**src/rtl/ccu_pkg.sv**
```systemverilog
package ccu_pkg;
  localparam int CFG_W  = 8;
  localparam int B_PUP0 = 0;
  localparam int B_WEL  = 1;
  localparam int B_RWEL = 2;
  localparam int B_BP   = 4;
  localparam int B_WD0  = 5;
  localparam int B_WD1  = 6;
  localparam int B_PUP1 = 7;
  // bits that survive a store
  localparam logic [CFG_W-1:0] NV_MASK = 8'hF1;

  typedef enum logic [2:0] {
    SQ_IDLE, SQ_HDR, SQ_ADDR, SQ_DATA, SQ_EXTRA, SQ_READ, SQ_SKIP
  } seq_st_e;

  typedef enum logic [2:0] {
    ACT_NONE, ACT_WEL, ACT_RWEL, ACT_STORE, ACT_TSET, ACT_TCLR
  } act_e;
endpackage

```
**src/rtl/ccu_seq.sv**
```systemverilog
module ccu_seq
  import ccu_pkg::*;
#(
  parameter logic [3:0]       REG_PRE  = 4'b1011,
  parameter logic [8:0]       REG_ADDR = 9'h1FF,
  parameter logic [CFG_W-1:0] TRIP_DEV = 8'hA0,
  parameter logic [CFG_W-1:0] TSET_A0  = 8'h01,
  parameter logic [CFG_W-1:0] TSET_A1  = 8'h09,
  parameter logic [CFG_W-1:0] TCLR_A0  = 8'h03,
  parameter logic [CFG_W-1:0] TCLR_A1  = 8'h0B
) (
  input  logic             clk,
  input  logic             rst_n,
  input  logic             start_i,
  input  logic             stop_i,
  input  logic             byte_vld_i,
  input  logic [CFG_W-1:0] byte_i,
  input  logic             rd_req_i,
  input  logic             hv_i,
  input  logic             busy_i,
  input  logic             wel_i,
  input  logic             rwel_i,
  output logic             ack_vld_o,
  output logic             ack_o,
  output logic             rd_vld_o,
  output logic             act_vld_o,
  output act_e             act_o,
  output logic [CFG_W-1:0] act_data_o,
  output logic             act_sel_o
);
  seq_st_e          st_q, st_d;
  logic             trip_q, trip_d;
  logic             ptr_q, ptr_d;
  logic             rd_left_q, rd_left_d;
  act_e             top_q, top_d;
  logic             tsel_q, tsel_d;
  act_e             pend_q, pend_d;
  logic [CFG_W-1:0] pdata_q, pdata_d;
  logic             psel_q, psel_d;
  logic             ackv_q, ackv_d, ack_q, ack_d, rdv_q, rdv_d;
  logic             actv_q, actv_d;
  act_e             act_q, act_d;
  logic [CFG_W-1:0] adata_q, adata_d;
  logic             asel_q, asel_d;

  logic reg_hdr, trip_hdr;
  assign reg_hdr  = (byte_i[7:4] == REG_PRE) && (byte_i[1] == REG_ADDR[8]);
  assign trip_hdr = (byte_i == TRIP_DEV) && hv_i;

  always_comb begin
    st_d = st_q; trip_d = trip_q; ptr_d = ptr_q; rd_left_d = rd_left_q;
    top_d = top_q; tsel_d = tsel_q;
    pend_d = pend_q; pdata_d = pdata_q; psel_d = psel_q;
    ackv_d = byte_vld_i; ack_d = 1'b0; rdv_d = 1'b0;
    actv_d = 1'b0; act_d = act_q; adata_d = adata_q; asel_d = asel_q;
    if (start_i) begin
      st_d = SQ_HDR; pend_d = ACT_NONE; rd_left_d = 1'b0;
    end else if (stop_i) begin
      if ((pend_q != ACT_NONE) && (!trip_q || hv_i)) begin
        actv_d = 1'b1; act_d = pend_q; adata_d = pdata_q; asel_d = psel_q;
      end
      st_d = SQ_IDLE; pend_d = ACT_NONE; rd_left_d = 1'b0;
    end else if (byte_vld_i) begin
      case (st_q)
        SQ_HDR: begin
          if (busy_i) begin
            st_d = SQ_SKIP;
          end else if (reg_hdr) begin
            ack_d = 1'b1; trip_d = 1'b0;
            if (byte_i[0]) begin
              st_d = SQ_READ; rd_left_d = ptr_q;
            end else begin
              st_d = SQ_ADDR;
            end
          end else if (trip_hdr && !byte_i[0]) begin
            ack_d = 1'b1; trip_d = 1'b1; st_d = SQ_ADDR;
          end else begin
            st_d = SQ_SKIP;
          end
        end
        SQ_ADDR: begin
          if (!trip_q) begin
            if (byte_i == REG_ADDR[7:0]) begin
              ack_d = 1'b1; ptr_d = 1'b1; st_d = SQ_DATA;
            end else begin
              ptr_d = 1'b0; st_d = SQ_SKIP;
            end
          end else if (hv_i && (byte_i == TSET_A0 || byte_i == TSET_A1)) begin
            ack_d = 1'b1; top_d = ACT_TSET; tsel_d = (byte_i == TSET_A1); st_d = SQ_DATA;
          end else if (hv_i && (byte_i == TCLR_A0 || byte_i == TCLR_A1)) begin
            ack_d = 1'b1; top_d = ACT_TCLR; tsel_d = (byte_i == TCLR_A1); st_d = SQ_DATA;
          end else begin
            st_d = SQ_SKIP;
          end
        end
        SQ_DATA: begin
          st_d = SQ_EXTRA;
          if (!trip_q) begin
            ack_d = 1'b1; pdata_d = byte_i; psel_d = 1'b0;
            if (rwel_i)                                       pend_d = ACT_STORE;
            else if (wel_i && byte_i[B_WEL] && byte_i[B_RWEL]) pend_d = ACT_RWEL;
            else if (byte_i[B_WEL] && !byte_i[B_RWEL])         pend_d = ACT_WEL;
            else                                               pend_d = ACT_NONE;
          end else if (hv_i && (byte_i == '0)) begin
            ack_d = 1'b1; pend_d = top_q; psel_d = tsel_q; pdata_d = byte_i;
          end else begin
            st_d = SQ_SKIP;
          end
        end
        default: ack_d = 1'b0;
      endcase
    end else if (rd_req_i && (st_q == SQ_READ) && rd_left_q) begin
      rdv_d = 1'b1; rd_left_d = 1'b0;
    end
  end

  always_ff @(posedge clk or negedge rst_n) begin
    if (!rst_n) begin
      st_q <= SQ_IDLE; trip_q <= 1'b0; ptr_q <= 1'b0; rd_left_q <= 1'b0;
      top_q <= ACT_NONE; tsel_q <= 1'b0;
      pend_q <= ACT_NONE; pdata_q <= '0; psel_q <= 1'b0;
      ackv_q <= 1'b0; ack_q <= 1'b0; rdv_q <= 1'b0;
      actv_q <= 1'b0; act_q <= ACT_NONE; adata_q <= '0; asel_q <= 1'b0;
    end else begin
      st_q <= st_d; trip_q <= trip_d; ptr_q <= ptr_d; rd_left_q <= rd_left_d;
      top_q <= top_d; tsel_q <= tsel_d;
      pend_q <= pend_d; pdata_q <= pdata_d; psel_q <= psel_d;
      ackv_q <= ackv_d; ack_q <= ack_d; rdv_q <= rdv_d;
      actv_q <= actv_d; act_q <= act_d; adata_q <= adata_d; asel_q <= asel_d;
    end
  end

  assign ack_vld_o  = ackv_q;
  assign ack_o      = ack_q;
  assign rd_vld_o   = rdv_q;
  assign act_vld_o  = actv_q;
  assign act_o      = act_q;
  assign act_data_o = adata_q;
  assign act_sel_o  = asel_q;
endmodule

```
**src/rtl/ccu_cfg.sv**
```systemverilog
module ccu_cfg
  import ccu_pkg::*;
#(
  parameter logic [CFG_W-1:0] CFG_INIT = 8'h00
) (
  input  logic             clk,
  input  logic             rst_n,
  input  logic             act_vld_i,
  input  act_e             act_i,
  input  logic [CFG_W-1:0] act_data_i,
  output logic [CFG_W-1:0] cfg_o,
  output logic             wel_o,
  output logic             rwel_o,
  output logic             commit_o
);
  logic [CFG_W-1:0] nv_q, nv_d;
  logic             wel_q, wel_d, rwel_q, rwel_d;
  logic             nv_en;

  assign nv_en = act_vld_i && (act_i == ACT_STORE);

  always_comb begin
    nv_d = nv_q; wel_d = wel_q; rwel_d = rwel_q;
    if (act_vld_i) begin
      case (act_i)
        ACT_WEL:   wel_d = 1'b1;
        ACT_RWEL:  rwel_d = 1'b1;
        ACT_STORE: begin
          nv_d = act_data_i & NV_MASK; wel_d = 1'b0; rwel_d = 1'b0;
        end
        default: ;
      endcase
    end
  end

  always_ff @(posedge clk or negedge rst_n) begin
    if (!rst_n) begin
      nv_q <= CFG_INIT & NV_MASK; wel_q <= 1'b0; rwel_q <= 1'b0;
    end else begin
      if (nv_en) nv_q <= nv_d;
      wel_q  <= wel_d;
      rwel_q <= rwel_d;
    end
  end

  always_comb begin
    cfg_o         = nv_q & NV_MASK;
    cfg_o[B_WEL]  = wel_q;
    cfg_o[B_RWEL] = rwel_q;
  end
  assign wel_o    = wel_q;
  assign rwel_o   = rwel_q;
  assign commit_o = nv_en;
endmodule

```
**src/rtl/ccu_busy.sv**
```systemverilog
module ccu_busy #(
  parameter int CYCLES = 24
) (
  input  logic clk,
  input  logic rst_n,
  input  logic launch_i,
  output logic busy_o
);
  localparam int CW = $clog2(CYCLES + 1);
  logic [CW-1:0] cnt_q, cnt_d;

  always_comb begin
    cnt_d = cnt_q;
    if (launch_i)          cnt_d = CW'(CYCLES - 1);
    else if (cnt_q != '0)  cnt_d = cnt_q - CW'(1);
  end

  always_ff @(posedge clk or negedge rst_n) begin
    if (!rst_n) cnt_q <= '0;
    else        cnt_q <= cnt_d;
  end

  assign busy_o = launch_i || (cnt_q != '0);
endmodule

```
**src/rtl/ctlreg_cmd_unit.sv**
```systemverilog
module ctlreg_cmd_unit
  import ccu_pkg::*;
#(
  parameter int               BUSY_CYCLES = 24,
  parameter logic [CFG_W-1:0] CFG_INIT    = 8'h00,
  parameter logic [3:0]       REG_PRE     = 4'b1011,
  parameter logic [8:0]       REG_ADDR    = 9'h1FF,
  parameter logic [CFG_W-1:0] TRIP_DEV    = 8'hA0
) (
  input  logic             clk,
  input  logic             rst_n,
  input  logic             start_i,
  input  logic             stop_i,
  input  logic             byte_vld_i,
  input  logic [CFG_W-1:0] byte_i,
  input  logic             rd_req_i,
  input  logic             hv_i,
  output logic             ack_vld_o,
  output logic             ack_o,
  output logic             rd_vld_o,
  output logic [CFG_W-1:0] rd_data_o,
  output logic [CFG_W-1:0] cfg_o,
  output logic             commit_o,
  output logic             trip_set_o,
  output logic             trip_clr_o,
  output logic             trip_sel_o,
  output logic             busy_o
);
  logic             act_vld, act_sel, wel, rwel;
  act_e             act;
  logic [CFG_W-1:0] act_data;

  ccu_seq #(
    .REG_PRE(REG_PRE), .REG_ADDR(REG_ADDR), .TRIP_DEV(TRIP_DEV),
    .TSET_A0(8'h01), .TSET_A1(8'h09), .TCLR_A0(8'h03), .TCLR_A1(8'h0B)
  ) u_seq (
    .clk(clk), .rst_n(rst_n), .start_i(start_i), .stop_i(stop_i),
    .byte_vld_i(byte_vld_i), .byte_i(byte_i), .rd_req_i(rd_req_i),
    .hv_i(hv_i), .busy_i(busy_o), .wel_i(wel), .rwel_i(rwel),
    .ack_vld_o(ack_vld_o), .ack_o(ack_o), .rd_vld_o(rd_vld_o),
    .act_vld_o(act_vld), .act_o(act), .act_data_o(act_data), .act_sel_o(act_sel)
  );

  ccu_cfg #(.CFG_INIT(CFG_INIT)) u_cfg (
    .clk(clk), .rst_n(rst_n), .act_vld_i(act_vld), .act_i(act),
    .act_data_i(act_data), .cfg_o(cfg_o), .wel_o(wel), .rwel_o(rwel),
    .commit_o(commit_o)
  );

  assign trip_set_o = act_vld && (act == ACT_TSET);
  assign trip_clr_o = act_vld && (act == ACT_TCLR);
  assign trip_sel_o = act_sel;
  assign rd_data_o  = rd_vld_o ? cfg_o : '0;

  ccu_busy #(.CYCLES(BUSY_CYCLES)) u_busy (
    .clk(clk), .rst_n(rst_n),
    .launch_i(commit_o || trip_set_o || trip_clr_o),
    .busy_o(busy_o)
  );
endmodule

```
**config.mk**
```make
export PLATFORM = sky130hd
export DESIGN_NAME = ctlreg_cmd_unit
export DESIGN_NICKNAME = d
export VERILOG_FILES = /design/src/rtl/ccu_pkg.sv /design/src/rtl/ccu_seq.sv /design/src/rtl/ccu_cfg.sv /design/src/rtl/ccu_busy.sv /design/src/rtl/ctlreg_cmd_unit.sv
export SDC_FILE = /design/constraint.sdc
export NUM_CORES = 1
export LEC_CHECK = 0
export ABC_AREA = 0
export BUFFER_PORTS_ARGS = -buffer_cell sky130_fd_sc_hd__buf_2
export CORE_UTILIZATION = 55
export CTS_BUF_LIST = sky130_fd_sc_hd__clkbuf_4 sky130_fd_sc_hd__clkbuf_8 sky130_fd_sc_hd__clkbuf_16
export DETAILED_ROUTE_END_ITERATION = 10
export PLACE_DENSITY = 0.8
export SYNTH_ARGS = -nofsm -noshare
export SYNTH_HDL_FRONTEND = slang
export SYNTH_SLANG_ARGS = --single-unit
```
**constraint.sdc**
```tcl
create_clock -name clk -period 2.85 [get_ports clk]
set_clock_uncertainty 0.15 [all_clocks]
set_input_delay 0.4275 -clock clk [delete_from_list [all_inputs] [get_ports clk]]
set_output_delay 0.4275 -clock clk [all_outputs]
set_load 0.05 [all_outputs]
```
==> flow_summary.json <==
{
  "grt_pass1_vias": 1538,
  "drc_errors": 0,
  "most-common-layout-cells": "dfrtp_1, buf_2, nand2_1",
  "reg2reg_slack_ns": 0.68,
  "ys.warnings.count": 0,
  "yosys.area.top_type": "dfrtp_1",
  "grt_max_degree": 44,
  "tns_ns": 0,
  "required_ns": 2.27,
  "drive_gt1_frac": 0.288,
  "path_cells": "inv_1 > ha_1 > nor4b_4 > nand3_2 > buf_2",
  "antenna_found_initial": 0,
  "io_buffer_count": 36,
  "fin_crit_ns": 2.42,
  "nets": 257,
  "async_flop_share": 1.00,
  "grt_pass1_wl_um": 6930,
  "hp-class": "in -> async",
  "max_freq_ghz": 0.414,
  "gp_congestion": 0.838,
  "maxCapViolCount": 0,
  "synth_top_family_by_area": "simple AND/OR/NAND/NOR gates",
  "yosys_register_bits": 43,
  "fin_cells": 288,
  "core-area_um2": 3720,
  "ios": 39,
  "synth_seq_area_share": 0.499,
  "cp.arrival_ns": 1.84,
  "clk_path_buf_depth": 2,
  "final_common_cell": "dfrtp_1",
  "grt_setup_unrepaired": "false",
  "die-area_um2": 4180,
  "synthesis.area_um2": 2160,
  "clkSinkCount": 43,
  "dp_hpwl_um": 3030,
  "cts_hold_buffers": 0,
  "ir_drop_mv": 0.289,
  "cp_max_fo": 7,
  "dp_cells": 281,
  "slew_viol_final": 0,
  "wl_um": 3950,
  "yosys.cell_types.count": 53,
  "synthMuxAreaShare": 0.0777,
  "crit_family": "simple AND/OR/NAND/NOR gates",
  "cts_buffers": 5,
  "endpoint_kind": "primary output",
  "syn_avg_cell_area_um2": 10.5,
  "antenna_left": 0,
  "grt_use_total": 0.221,
  "synth_area_leaders": "dfrtp_1, mux2_2, nand2_1",
  "critPathSlowestCell": "nor4b_4",
  "power_density_nw_per_um2": 566,
  "cts_tree": "done",
  "dr.pass1.iters": 6,
  "clock_latency_ns": 0.29,
  "r2r-end": "u_seq.st_q[2]$_DFFE_PN0P_",
  "synth-xor-area-share": 0.0122,
  "synth-main-ff-cell": "dfrtp_1",
  "fin_crit_sh": 0.848,
  "finalSetupViolCount": 0,
  "maxSlewHeadroom": 0.396,
  "synth_fa_ha_area_frac": 0.0116,
  "h-tree-depth": 2,
  "post_cts_resize_count": 0,
  "vias": 1619,
  "die_y_um": 64.6,
  "clk_pin_slew_ns": 0.08,
  "outcome": "complete, no violations",
  "die-width_um": 64.6,
  "synth-compound-area-share": 0.0991,
  "root_buffer": "clkbuf_8",
  "criticalPathCategory": "reg -> out",
  "worstSetupStartpointType": "register",
  "drtIter0Drc": 75,
  "hold_viol": 0,
  "placementRows": 22,
  "initial_core_util": 0.581,
  "synth_edf_count": 0,
  "cpPeakStageDelay_ns": 0.44,
  "overflow": 0,
  "post_cts_buffers": 0,
  "synthToLayoutAreaGrowth_pct": 13.8,
  "drt-wirelength-per-cell_um": 13.7,
  "reg2reg_depth": 7,
  "tightest_slew_ns": 0.907,
  "synthCells": 205,
  "antennaDiodeCount": 0,
  "vias_per_cell": 5.62,
  "leakagePower_nw": 1.23,
  "path_buf_inv": 2,
  "reg2reg_from": "u_busy.cnt_q[0]$_DFFE_PN0P_",
  "yosysTopAreaCellShare": 0.499,
  "synthSimpleGateAreaFrac": 0.259
}
[through the flow]
| step | area, um2 | utilization | hold WS, ns | setup WS (ns) | power [W] |
|---|---|---|---|---|---|
| 3_3_place_gp | 2350 | 0.632 | 0.300 | 0.699 | 0.000937 |
| 5_1_grt | 2460 | 0.661 | 0.176 | 0.344 | 0.00147 |
| 2_1_floorplan | 2160 | - | -0.0181 | 0.663 | 0.000879 |
| 6_report | 2460 | 0.661 | 0.116 | 0.434 | 0.00139 |
| 4_1_cts | 2460 | 0.661 | 0.153 | 0.428 | 0.00140 |
| 3_5_place_dp | 2350 | 0.632 | 0.302 | 0.707 | 0.000943 |
[layer usage]
layer | global-route usage | vias to the layer above | wire length, um
met2 | 0.346 | 44 | 1780
met3 | 0.0599 | 13 | 178
met4 | 0.111 | 0 | 114
met1 | 0.281 | 767 | 1870
met5 | 0 | - | 0
li1 | - | 795 | -
[how the worst max path moves through the flow]
stage / from / to / slack [ns] / depth (start not counted)
global placement: u_busy.cnt_q[0]$_DFFE_PN0P_ / u_seq.st_q[2]$_DFFE_PN0P_ / 0.70 / 7
global route: u_busy.cnt_q[0]$_DFFE_PN0P_ / busy_o / 0.34 / 5
floorplan: u_busy.cnt_q[0]$_DFFE_PN0P_ / u_seq.st_q[2]$_DFFE_PN0P_ / 0.66 / 7
CTS: u_busy.cnt_q[0]$_DFFE_PN0P_ / busy_o / 0.43 / 5
detailed placement: u_busy.cnt_q[0]$_DFFE_PN0P_ / u_seq.st_q[2]$_DFFE_PN0P_ / 0.71 / 7
finish: u_busy.cnt_q[0]$_DFFE_PN0P_ / busy_o / 0.43 / 5
[registers in the layout, indices dropped and copies added, names as in the netlist]
| name | count |
|---|---|
| u_seq.act_data_o | 5 |
| u_seq.ack_vld_o | 1 |
| u_cfg.rwel_o | 1 |
| u_seq.trip_q | 1 |
| u_cfg.wel_o | 1 |
| u_seq.rd_vld_o | 1 |
| u_seq.act_o | 3 |
| u_seq.pend_q | 3 |
| u_seq.pdata_q | 5 |
| u_seq.act_sel_o | 1 |
| u_seq.rd_left_q | 1 |
| u_cfg.nv_q | 5 |
| u_seq.ack_o | 1 |
| u_seq.tsel_q | 1 |
| u_seq.act_vld_o | 1 |
| u_seq.st_q | 3 |
| u_busy.cnt_q | 5 |
| u_seq.ptr_q | 1 |
| u_seq.top_q | 2 |
| u_seq.psel_q | 1 |
[final cells by class]
| class | instances | area (um2) |
|---|---|---|
| clock buffer | 6 | 76.3 |
| clock inverter | 1 | 30.0 |
| fill | 294 | 1260 |
| inverter | 9 | 33.8 |
| timing repair buffer | 36 | 180 |
| multi-input combinational | 145 | 1000 |
| sequential | 43 | 1080 |
| tap | 48 | 60.1 |
[cell families (layout without fill, tap and decap cells)]
group | Yosys count | after routing
XOR/XNOR | 3 | 3
other | 1 | 2
multiplexers | 15 | 15
flip-flops | 43 | 43
buffers and inverters | 18 | 52
AO/OA/AOI/OAI | 28 | 28
adder cells (fa/ha/maj) | 2 | 2
AND/OR/NAND/NOR | 95 | 95
[report_power, final]
group | internal [W] | switching (W) | total, W
Sequential | 0.000651 | 0.0000428 | 0.000694
Clock | 0.000266 | 0.000194 | 0.000461
Combinational | 0.000103 | 0.000133 | 0.000237
Total | 0.00102 | 0.000370 | 0.00139
[synthesized netlist by cell type, drive strengths merged, types with 3 or more instances]
| cell | count |
|---|---|
| nor2 | 10 |
| buf | 7 |
| nor2b | 4 |
| mux2 | 14 |
| nand3 | 10 |
| nor4 | 3 |
| inv | 9 |
| dfrtp | 43 |
| o21ai | 8 |
| nand4 | 8 |
| nor3 | 5 |
| and2 | 10 |
| nand2 | 32 |
(Power assumes the default switching activity.)
